### src/rtl/swcoh_pkg.sv
package swcoh_pkg;

    // Request encodings seen on req_kind
    typedef enum logic [1:0] {
        OP_READ  = 2'd0,
        OP_WRITE = 2'd1,
        OP_EVICT = 2'd2,
        OP_DROP  = 2'd3
    } op_e;

    // Per-line bookkeeping held at the shared level
    typedef struct packed {
        logic present;   // line is allocated in the table
        logic shared;    // touched by more than one core (sticky)
        logic written;   // written at least once (sticky)
        logic home_tok;  // exclusivity token sits at the shared level
    } line_st_t;

    // Outcome of one request
    typedef struct packed {
        logic cacheable;
        logic grant;
        logic inval;
    } verdict_t;

endpackage

### src/rtl/swcoh_next.sv
module swcoh_next
    import swcoh_pkg::*;
(
    input  op_e      op,
    input  logic     owns,
    input  line_st_t cur,
    output line_st_t nxt,
    output verdict_t vd
);

    logic foreign;     // neither the requester nor the shared level has the token
    logic shared_n;
    logic tok_leaves;  // token moves from the shared level to the requester
    logic was_sw;

    always_comb begin
        foreign    = !cur.home_tok && !owns;
        shared_n   = cur.shared || foreign;
        tok_leaves = !shared_n && cur.home_tok;
        was_sw     = cur.shared && cur.written;
        nxt        = cur;
        vd         = '0;
        unique case (op)
            OP_READ: begin
                if (!cur.present) begin
                    nxt = '{present: 1'b1, shared: 1'b0, written: 1'b0, home_tok: 1'b0};
                    vd  = '{cacheable: 1'b1, grant: 1'b1, inval: 1'b0};
                end else begin
                    nxt.shared   = shared_n;
                    nxt.home_tok = cur.home_tok && !tok_leaves;
                    vd.grant     = tok_leaves;
                    vd.cacheable = !(shared_n && cur.written);
                    vd.inval     = shared_n && cur.written && !was_sw;
                end
            end
            OP_WRITE: begin
                if (!cur.present) begin
                    nxt = '{present: 1'b1, shared: 1'b0, written: 1'b1, home_tok: 1'b0};
                    vd  = '{cacheable: 1'b1, grant: 1'b1, inval: 1'b0};
                end else begin
                    nxt.shared   = shared_n;
                    nxt.written  = 1'b1;
                    nxt.home_tok = cur.home_tok && !tok_leaves;
                    vd.grant     = tok_leaves;
                    vd.cacheable = !shared_n;
                    vd.inval     = shared_n && !was_sw;
                end
            end
            OP_EVICT: begin
                if (cur.present && !cur.home_tok && owns) begin
                    nxt.home_tok = 1'b1;
                end
            end
            OP_DROP: begin
                nxt = '0;
            end
            default: begin
                nxt = cur;
            end
        endcase
    end

endmodule

### src/rtl/swcoh_store.sv
module swcoh_store
    import swcoh_pkg::*;
#(
    parameter  int NUM_LINES = 16,
    localparam int LINE_W    = (NUM_LINES > 1) ? $clog2(NUM_LINES) : 1
) (
    input  logic              clk,
    input  logic              rst_n,
    input  logic              wr_en,
    input  logic [LINE_W-1:0] wr_idx,
    input  line_st_t          wr_val,
    input  logic [LINE_W-1:0] rd_idx,
    output line_st_t          rd_val
);

    line_st_t table_d [NUM_LINES];
    line_st_t table_q [NUM_LINES];

    for (genvar g = 0; g < NUM_LINES; g++) begin : g_line
        always_comb begin
            table_d[g] = table_q[g];
            if (wr_en && (wr_idx == LINE_W'(g))) begin
                table_d[g] = wr_val;
            end
        end

        always_ff @(posedge clk) begin
            if (!rst_n) begin
                table_q[g] <= '0;
            end else begin
                table_q[g] <= table_d[g];
            end
        end
    end

    assign rd_val = table_q[rd_idx];

endmodule

### src/rtl/swcoh_ctrl.sv
module swcoh_ctrl
    import swcoh_pkg::*;
#(
    parameter  int NUM_CORES = 4,
    parameter  int NUM_LINES = 16,
    localparam int CORE_W    = (NUM_CORES > 1) ? $clog2(NUM_CORES) : 1,
    localparam int LINE_W    = (NUM_LINES > 1) ? $clog2(NUM_LINES) : 1
) (
    input  logic              clk,
    input  logic              rst_n,
    input  logic              req_valid,
    input  logic [1:0]        req_kind,
    input  logic [CORE_W-1:0] req_core,
    input  logic [LINE_W-1:0] req_line,
    input  logic              req_owns,
    output logic              rsp_valid,
    output logic [CORE_W-1:0] rsp_core,
    output logic              rsp_cacheable,
    output logic              rsp_grant,
    output logic              inval_strobe,
    output logic [LINE_W-1:0] inval_line
);

    typedef struct packed {
        logic              valid;
        logic [CORE_W-1:0] core;
        logic              cacheable;
        logic              grant;
        logic              inval;
        logic [LINE_W-1:0] line;
    } rsp_t;

    op_e      op;
    line_st_t cur_st;
    line_st_t nxt_st;
    verdict_t vd;
    rsp_t     rsp_d;
    rsp_t     rsp_q;

    assign op = op_e'(req_kind);

    swcoh_store #(.NUM_LINES(NUM_LINES)) store_i (
        .clk    (clk),
        .rst_n  (rst_n),
        .wr_en  (req_valid),
        .wr_idx (req_line),
        .wr_val (nxt_st),
        .rd_idx (req_line),
        .rd_val (cur_st)
    );

    swcoh_next next_i (
        .op   (op),
        .owns (req_owns),
        .cur  (cur_st),
        .nxt  (nxt_st),
        .vd   (vd)
    );

    always_comb begin
        rsp_d           = '0;
        rsp_d.line      = rsp_q.line;
        if (req_valid) begin
            rsp_d.valid     = 1'b1;
            rsp_d.core      = req_core;
            rsp_d.cacheable = vd.cacheable;
            rsp_d.grant     = vd.grant;
            rsp_d.inval     = vd.inval;
            rsp_d.line      = req_line;
        end
    end

    always_ff @(posedge clk) begin
        if (!rst_n) begin
            rsp_q <= '0;
        end else begin
            rsp_q <= rsp_d;
        end
    end

    assign rsp_valid     = rsp_q.valid;
    assign rsp_core      = rsp_q.core;
    assign rsp_cacheable = rsp_q.cacheable;
    assign rsp_grant     = rsp_q.grant;
    assign inval_strobe  = rsp_q.inval;
    assign inval_line    = rsp_q.line;

endmodule

### config.mk
export PLATFORM = sky130hd
export DESIGN_NAME = swcoh_ctrl
export DESIGN_NICKNAME = d
export VERILOG_FILES = /design/src/rtl/swcoh_pkg.sv /design/src/rtl/swcoh_next.sv /design/src/rtl/swcoh_store.sv /design/src/rtl/swcoh_ctrl.sv
export SDC_FILE = /design/constraint.sdc
export NUM_CORES = 1
export LEC_CHECK = 0
export BUFFER_PORTS_ARGS = -buffer_cell sky130_fd_sc_hd__buf_4
export CORE_ASPECT_RATIO = 1.75
export CORE_MARGIN = 8
export CORE_UTILIZATION = 65
export CTS_BUF_LIST = sky130_fd_sc_hd__clkbuf_4 sky130_fd_sc_hd__clkbuf_8
export DETAILED_ROUTE_END_ITERATION = 6
export PLACE_DENSITY = 0.85
export SLEW_MARGIN = 30
export SYNTH_ARGS = -nofsm -noshare
export SYNTH_HDL_FRONTEND = slang
export SYNTH_SLANG_ARGS = --single-unit
export TNS_END_PERCENT = 100
### constraint.sdc
create_clock -name clk -period 3.5 [get_ports clk]
set_input_delay 0.175 -clock clk [delete_from_list [all_inputs] [get_ports clk]]
set_output_delay 0.175 -clock clk [all_outputs]
set_load 0.01 [all_outputs]
# [After elaboration in Yosys (flattened, before gate mapping)]
# Memory sizes are Yosys's and may differ from the RTL's.
# Cells that the tools add are included.
[op_classes] eq_ne=34 n_mux=45 n_bitwise=16 reduce_logical=51
[op_table] cell="$mux 4" count=32
[op_table] cell="$reduce_and 2->1" count=17
[op_table] cell="$eq 4x4->1 const B" count=8
[op_table] cell="$logic_and 1x1->1" count=25
[op_table] cell="$eq 4x3->1 const B" count=4
[op_table] cell="$ne 1x1->1 const B" count=16
[op_table] cell="$or 1x1->1" count=16
[op_table] cell="$mux 10" count=1
[op_table] cell="$mux 3" count=3
[op_table] cell="$pmux 3 s3" count=1
[op_table] cell="$eq 4x2->1 const B" count=2
[op_table] cell="$logic_not 1->1" count=6
[op_table] cell="$mux 1" count=6
[op_table] cell="$pmux 3 s2" count=1
[op_table] cell="$eq 2x2->1 const B" count=2
[op_table] cell="$eq 4x1->1 const B" count=1
[op_table] cell="$logic_not 4->1" count=1
[op_table] cell="$pmux 1 s4" count=1
[op_table] cell="$eq 2x1->1 const B" count=1
[op_table] cell="$logic_not 2->1" count=1
[op_table] cell="$logic_or 1x1->1" count=1
[word_totals] regBits=10 ram_bits=64 in_bits=12 out_inout_bits=10 wordCells=153 n_memories=1
[mem_list] memory="store_i.table_q" words=16 width=4 read_ports=1 rd_clocked_by_memory_dff=0 write_ports=16 line="swcoh_store.sv:17" source="line_st_t table_q [NUM_LINES];"

# [Depth between registers and ports, before layout]
# Gate-level depths: netlist of the first run.
# An unclocked memory read counts as a cell.
[logic_depth] word_depth=12 depth_mapped=9 mapped_depth_nobuf=6

# [Cells and area by module]
# From an unflattened synthesis of the first run, not the netlist that was laid out.
[hier_totals] hier_cells=261 area_unflattened_um2=3577.2
[modules_own_cells] module="swcoh_store" instances=1 cells_each=218 area_per_inst_um2=3129.3 seq_area_each_um2=1921.8
[modules_own_cells] module="swcoh_ctrl" instances=1 cells_each=25 area_per_inst_um2=321.6 seq_area_each_um2=200.2
[modules_own_cells] module="swcoh_next" instances=1 cells_each=18 area_per_inst_um2=126.4 seq_area_each_um2=0.0

# [Worst setup path before layout of the first run]
# Ideal clock, no wire load.
[synth_path] kind="register to register" startpoint="mem store_i.table_q[11][3] (netlist name)" endpoint="mem store_i.table_q[0][0] (netlist name) (data pin)" setup_time_ns=0.256 arrival_ns=1.837 t_required_ns=3.244 setup_slack_ns=1.407 stages_incl_launch_ff=9 n_path_buf=2 period_less_slack_ns=2.093 path_cell_list="edfxtp_1 -> mux4_2 -> a22oi_1 -> and3_1 -> buf_4 -> nor3b_1 -> a211oi_4 -> buf_6 -> nor2_1"
[synth_rtl] item="from (decl)" line="swcoh_store.sv:17"

==> summary.txt, run 1 <==
Outcome
  • Outcome: complete, no violations

Routing
  • 1st-iter DRT viols: approximately 270
  • Antenna-violating nets left: 0
  • Residual DRC: 0
  • Drt total wl: 7.77 mm
  • Wire length per cell: 20.9 um
  • Total vias in the final route: 2,463
  • Pre-antenna DRT Iters: 6
  • Number of vias per cell: 6.62

Clock tree
  • Max Root-Sink Buffers: 2
  • Setup bufs post-CTS: 0
  • Cts repair resizes: 0
  • TritonCTS clock tree: built
  • Htree depth: 3
  • Clk sinks: between 70 and 80
  • Worst-path clk slew: 70 ps
  • Worst-skew pair later-pin latency: 350 ps
  • Num CTS Buffers: 9
  • CTS root buffer: clkbuf_8
  • Hold buffers post-CTS: 0

Setup path
  • Critical path origin: store_i.table_q[11][3]$_SDFFCE_PN0P_
  • Worst setup SP type: flop
  • Reg2Reg Setup Slack: 870 ps
  • Worst stage delay on the critical path: roughly 700 ps
  • Kind of critical path: flop to flop
  • Critical path required time: 3570 ps
  • Crit Path Max Fanout: 16
  • Worst r2r src: store_i.table_q[11][3]$_SDFFCE_PN0P_
  • Slowest stage cell on the critical path: a211oi_4
  • Worst R2R End: store_i.table_q[11][0]$_SDFFCE_PN0P_
  • Reg2reg path depth: 6
  • Cells along the critical path: mux4_2 > a22oi_1 > and3_1 > nor3b_1 > a211oi_4 > nor2_1
  • Worst Setup EP: store_i.table_q[11][0]$_SDFFCE_PN0P_
  • WP data arrival: around 2700 ps
  • Worst Setup End Kind: flop

Timing
  • Tcrit/Tclk final: 75.2%
  • Max Transition Viols Final: 0
  • Max transition margin: 46.2%
  • Final setup fails: 0
  • Worst-margin pin slew: 805 ps
  • Fin Setup TNS: 0 ps
  • Fmax: 380 MHz
  • Setup ws final: between 800 and 900 ps
  • Crit path time final: 2630 ps
  • Layout Skew: between 5 and 6 ps
  • Final hold violation count: 0
  • RSZ-0062 raised after global routing: no

Power and ir drop
  • Max IR drop VDD: roughly 0.44 mV
  • Clock Power Share: a little over a third
  • Sw Share: a little under a quarter
  • Psw: 0.444 mW
  • Combinational share of power: 11.1%
  • Pleak: 1.44 nW
  • Sequential Power Share: 54.1%
  • Internal power: between 1 and 1.5 mW
  • Pwr dens: 486 mW/mm2

Placed design
  • Port buffer count: 21
  • Dpl hpwl: 5.42 mm
  • Post-DP Area: 0.00362 mm2
  • Pre-CTS setup slack: 769 ps
  • Gp weighted congestion: 0.902

Global route
  • All-layer global routing usage: between 20% and 30%
  • Gr ovfl total: 0
  • Initial antenna violation count: 0
  • First-pass GRT wire length: 12.2 mm
  • Vias in the first global route: 2,425
  • Largest net degree at the start of global routing: 36

Floorplan
  • Floorplan core area: between 0.005 and 0.006 mm2
  • Die Y: ~110 um
  • Ports: 22
  • Row cnt: 35
  • Die width: 71.4 um
  • Die ar.: ~0.0081 mm2
  • Initial Util: 66.9%

Logic synthesis
  • Seq/Total Area, Yosys: 60.9%
  • Syn_area_per_cell: around 12 um2
  • Post-synthesis cell area: 0.00349 mm2
  • Cells after synthesis: 296
  • Top post-synthesis cells by area: edfxtp_1, nor2_1, mux2i_1
  • XOR/XNOR share of the synthesized area: 0%
  • Primary FF master, synth: edfxtp_1
  • Synth Area in Compound Gates: 8.76%
  • Mux cell area share after synthesis: 10.8%
  • FF+latch count, synth: 74
  • Asr flop ratio synth: 0%
  • Largest family of logic cells by synthesized area: simple AND/OR/NAND/NOR gates
  • Syn. warnings: 0
  • Share of the synthesized area in the top cell type: 55.1%
  • Number of synthesized flops with an enable pin: 64
  • Largest area contributor in the netlist: edfxtp_1
  • Netlist cell types: 36
  • Synth Area in Adders: 0%
  • Synth Area in Simple Gates: between 15 and 20%
  • Syn_nets: 308

Layout
  • Layout cells sized above 1: 16.4%
  • Post-synthesis to final-layout area growth: 9.44%
  • # nets final: 324
  • Ant diodes: 0
  • Finished Cell Area: 0.00381 mm2

Hold path
  • Hold crit path type: input port to flop

Run
  • Max-Cap Viols: 0
routing by layer:
metal	vias to the layer above	track usage, %	part of all wire (%)
li1	1103	-	-
met1	1175	21.8	36
met2	152	33.5	50
met3	33	7.17	9.2
met4	0	10.9	4.5
met5	-	0	0
cells in the final DEF (no fill, tap or decap), types with 2 or more instances in the layout:
cell type  instances
a211o_1            2
a21oi_1            4
a22oi_1           11
and2_1             2
and3_1             4
buf_4             22
clkbuf_4           3
clkbuf_8           9
clkinv_2           3
dfxtp_1           10
edfxtp_1          64
inv_1              3
mux2i_1           24
mux4_2             6
nand2_1           14
nand2b_1           6
nand3_1           14
nor2_1            78
nor2b_1            3
nor3b_1            2
o21a_1             2
o21ai_0           16
or2_2              2
synthesized netlist by cell type, types with 3 or more instances:
cell type	count
and3_1	4
a22oi_1	11
nand2b_1	6
edfxtp_1	64
mux2i_1	24
nand3_1	14
inv_1	3
buf_4	3
nand2_1	14
clkbuf_1	5
o21ai_0	16
mux4_2	6
a21oi_1	4
dfxtp_1	10
nor2b_1	3
buf_2	5
nor2_1	78
power by group through the flow:
stage	logic (mW)	clock network (mW)	registers (mW)
after floorplan	0.143	0	1.02
after global placement	0.197	0	1.02
after detailed placement	0.202	0	1.02
after CTS	0.203	0.650	1.00
after global routing	0.221	0.684	1.01
final	0.206	0.647	1.00
worst min path at each step:
stage | depth (start not counted) | startpoint | slack, ps | endpoint
5_1_grt | 2 | req_core[0] | 60 | rsp_core[0]$_SDFF_PN0_
4_1_cts | 2 | req_core[0] | 60 | rsp_core[0]$_SDFF_PN0_
3_5_place_dp | 2 | req_core[0] | 420 | rsp_core[0]$_SDFF_PN0_
6_report | 2 | req_core[0] | 70 | rsp_core[0]$_SDFF_PN0_
2_1_floorplan | 1 | req_valid | 320 | rsp_valid$_SDFF_PN0_
3_3_place_gp | 2 | req_core[1] | 420 | rsp_core[1]$_SDFF_PN0_
cell families (layout without fill, tap and decap cells):
family | count (synthesis) | count (layout)
simple gates | 130 | 130
flops | 74 | 74
compound gates | 42 | 42
mux | 30 | 30
buf+inv | 20 | 41
sequential cells by signal (all words and copies together) (netlist names):
name,count
store_i.table_q,64
inval_line,4
rsp_core,2
inval_strobe,1
rsp_cacheable,1
rsp_grant,1
rsp_valid,1
worst max-delay path: cells and delay by family, from the launching register on:
kind            cells  cell delay (ps)
compound gates      2              920
simple gates        3              570
mux                 1              480
flops               1              380
final cells by class:
type                            instances  area, um2
Clock buffer                           12        146
Clock inverter                          4       45.0
Fill cell                             370       1400
Inverter                                3       11.3
Multi-Input combinational cell        202       1260
Sequential cell                        74       2120
Tap cell                               55       68.8
Timing Repair Buffer                   22        165
metrics by stage:
step	hold WS (ps)	util [%]	instances	power (mW)
floorplan	320	-	296	1.16
global placement	418	69.5	356	1.22
detailed placement	421	69.5	356	1.22
CTS	59.1	73.2	372	1.86
global route	59.6	73.2	372	1.91
finish	67.8	73.2	372	1.86
Power figures use the tool's default switching activity.
==> inputs of run 2 (changes only) <==
- CORE_UTILIZATION: 65 -> 56
- PLACE_DENSITY: 0.85 -> 0.77
- clock period: 3.5 -> 2.2 ns (I/O delays scaled with it)
==> run 2 against run 1 <==
Compared with the run above: routed wire length rose by 8.1%; largest power group unchanged; critical endpoint is now store_i.table_q[1][2]$_SDFFCE_PN0P_; critical path depth grew 2; highest routed layer unchanged; largest cell class unchanged; core utilization decreased by 5.4 points.
==> summary.txt, run 2 (same netlist as run 1, synthesis figures left out) <==
Routing
  • Antenna-violating nets left: 0 (unchanged)
  • Total vias in the final route: 2,535 (+2.9%)
  • Wire length per cell: 19.8 um (-5.2%)
  • 1st-iter DRT viols: 331 (+24%)
  • Number of vias per cell: 5.98 (-9.7%)
  • Pre-antenna DRT Iters: 5 (-1)
  • Drt total wl: 8.40 mm (+8.1%)
  • Residual DRC: 0 (unchanged)

Layout
  • Post-synthesis to final-layout area growth: 19.4%
  • Reg with most FFs: store_i.table_q
  • Commonest non-fill, non-tap cell in the layout: nor2_1
  • Layout cells sized above 1: 23.0% (+6.6 points)
  • Ant diodes: 0 (unchanged)
  • Max reg flops: 64 (unchanged)
  • # nets final: 351 (+8.3%)
  • Commonest non-fill, non-tap cells in the layout: nor2_1, edfxtp_1, buf_4, mux2i_1, o21ai_0
  • Number of fill cells in the layout: 449 (+21%)

Global route
  • All-layer global routing usage: 20.2% (-0.056 points)
  • First-pass GRT wire length: 13.3 mm (+9.0%)
  • Largest net degree at the start of global routing: 29 (-19%)
  • Vias in the first global route: 2,594 (+7.0%)
  • Initial antenna violation count: 0 (unchanged)
  • Gr ovfl total: 0 (unchanged)

Setup path
  • Worst setup SP type: flop
  • Crit Path Max Fanout: 8 (-8)
  • Critical path required time: 2310 ps (-1260 ps)
  • Kind of critical path: flop to flop
  • Worst Setup End Kind: flop
  • WP data arrival: 2230 ps (-470 ps)

Clock tree
  • Clk sinks: 74 (unchanged)
  • Setup bufs post-CTS: 0 (unchanged)
  • CTS root buffer: clkbuf_8
  • Num CTS Buffers: 9 (unchanged)
  • Max Root-Sink Buffers: 2 (unchanged)
  • Worst-path clk slew: 80 ps (about the same)
  • Htree depth: 3 (unchanged)
  • Worst-skew pair later-pin latency: 360 ps (about the same)
  • TritonCTS clock tree: built

Timing
  • Final hold violation count: 0 (unchanged)
  • Tcrit/Tclk final: 96.6% (+21 points)
  • Crit path time final: 2120 ps (-506 ps)
  • Worst-margin pin slew: 605 ps (-199 ps)
  • Fmax: 471 MHz (+24%)
  • Layout Skew: 9.46 ps (+3.55 ps)
  • Fin Setup TNS: 0 ps (unchanged)
  • Max transition margin: 59.2% (+13 points)
  • Max Transition Viols Final: 0 (unchanged)
  • RSZ-0062 raised after global routing: no
  • Final setup fails: 0 (unchanged)

Floorplan
  • Die width: 75.6 um (+6.0%)
  • Die Y: 120 um (+6.6%)
  • Floorplan core area: 0.00613 mm2 (+18%)
  • Initial Util: 56.8% (-10 points)
  • Row cnt: 38 (+8.6%)
  • Die ar.: 0.00910 mm2 (+13%)
  • Ports: 22 (unchanged)

Power and ir drop
  • Pwr Total: 3.31 mW (+78%)
  • Pleak: 1.61 nW (+11%)
  • Max IR drop VDD: 0.741 mV (+70%)
  • Pwr dens: 796 mW/mm2 (+64%)

Placed design
  • Port buffer count: 21 (unchanged)
  • Gp weighted congestion: 0.935 (+3.6%)
  • Dpl hpwl: 5.98 mm (+10%)

Outcome
  • Outcome: complete, no violations

Run
  • Max-Cap Viols: 0 (unchanged)

Hold path
  • Hold crit path type: input port to flop
-- run 2: report_power, final --
part	internal, mW	switching [mW]
clock	0.828	0.494
combinational	0.165	0.229
sequential	1.58	0.0179
total	2.57	0.741
-- run 2: area by class of cell --
| type | instances | area [um2] | area share, % |
|---|---|---|---|
| Clock buffer | 12 | 159 | 3.82 |
| Clock inverter | 4 | 97.6 | 2.35 |
| Inverter | 3 | 11.3 | 0.271 |
| Multi-Input combinational cell | 202 | 1270 | 30.4 |
| Sequential cell | 74 | 2120 | 51.0 |
| Tap cell | 80 | 100 | 2.41 |
| Timing Repair Buffer | 49 | 405 | 9.74 |
-- run 2: critical path, cell delays in order (launching register included) --
cell       delay (ps)
edfxtp_1          390
mux4_2            480
a22oi_2           190
and3_4            230
buf_4             130
nor2_1             40
a2bb2oi_2         160
buf_4             200
nor2_1             60
-- run 2: timing repair --
item,CTS,global route
hold endpoints to repair,1,1
resized for setup,0,5
setup endpoints to repair,0,35
hold buffers,1,1
-- run 2: worst paths after layout --
| kind | start | end | slack [ps] | cells after the start |
|---|---|---|---|---|
| min reg2reg | inval_line[0]$_SDFFE_PN0P_ | inval_line[0]$_SDFFE_PN0P_ | 480 | 2 |
| min | req_kind[0] | inval_strobe$_SDFF_PN0_ | 80 | 3 |
| max | store_i.table_q[10][3]$_SDFFCE_PN0P_ | store_i.table_q[1][2]$_SDFFCE_PN0P_ | 80 | 8 |
| max reg2reg | store_i.table_q[10][3]$_SDFFCE_PN0P_ | store_i.table_q[1][2]$_SDFFCE_PN0P_ | 80 | 8 |
-- run 2: metal layers --
| layer | part of all wire [%] | track usage (%) | vias to the layer above |
|---|---|---|---|
| met1 | 37 | 22.8 | 1236 |
| met3 | 5.7 | 5.39 | 24 |
| met5 | 0 | 0 | - |
| met2 | 53 | 32.3 | 118 |
| li1 | - | - | 1157 |
| met4 | 3.9 | 12.8 | 0 |
-- run 2: per-stage QoR --
stage / setup WS, ps / util (%) / area [um2] / cells / hold WS [ps]
4_1_cts: 16.8 / 67.4 / 4130 / 423 / 1.48
3_5_place_dp: 30.2 / 63.1 / 3870 / 406 / 368
6_report: 75.7 / 67.8 / 4160 / 424 / 84.8
3_3_place_gp: 67.1 / 63.1 / 3870 / 406 / 353
5_1_grt: 6.54 / 67.8 / 4160 / 424 / 112
2_1_floorplan: 107 / - / 3490 / 296 / 255
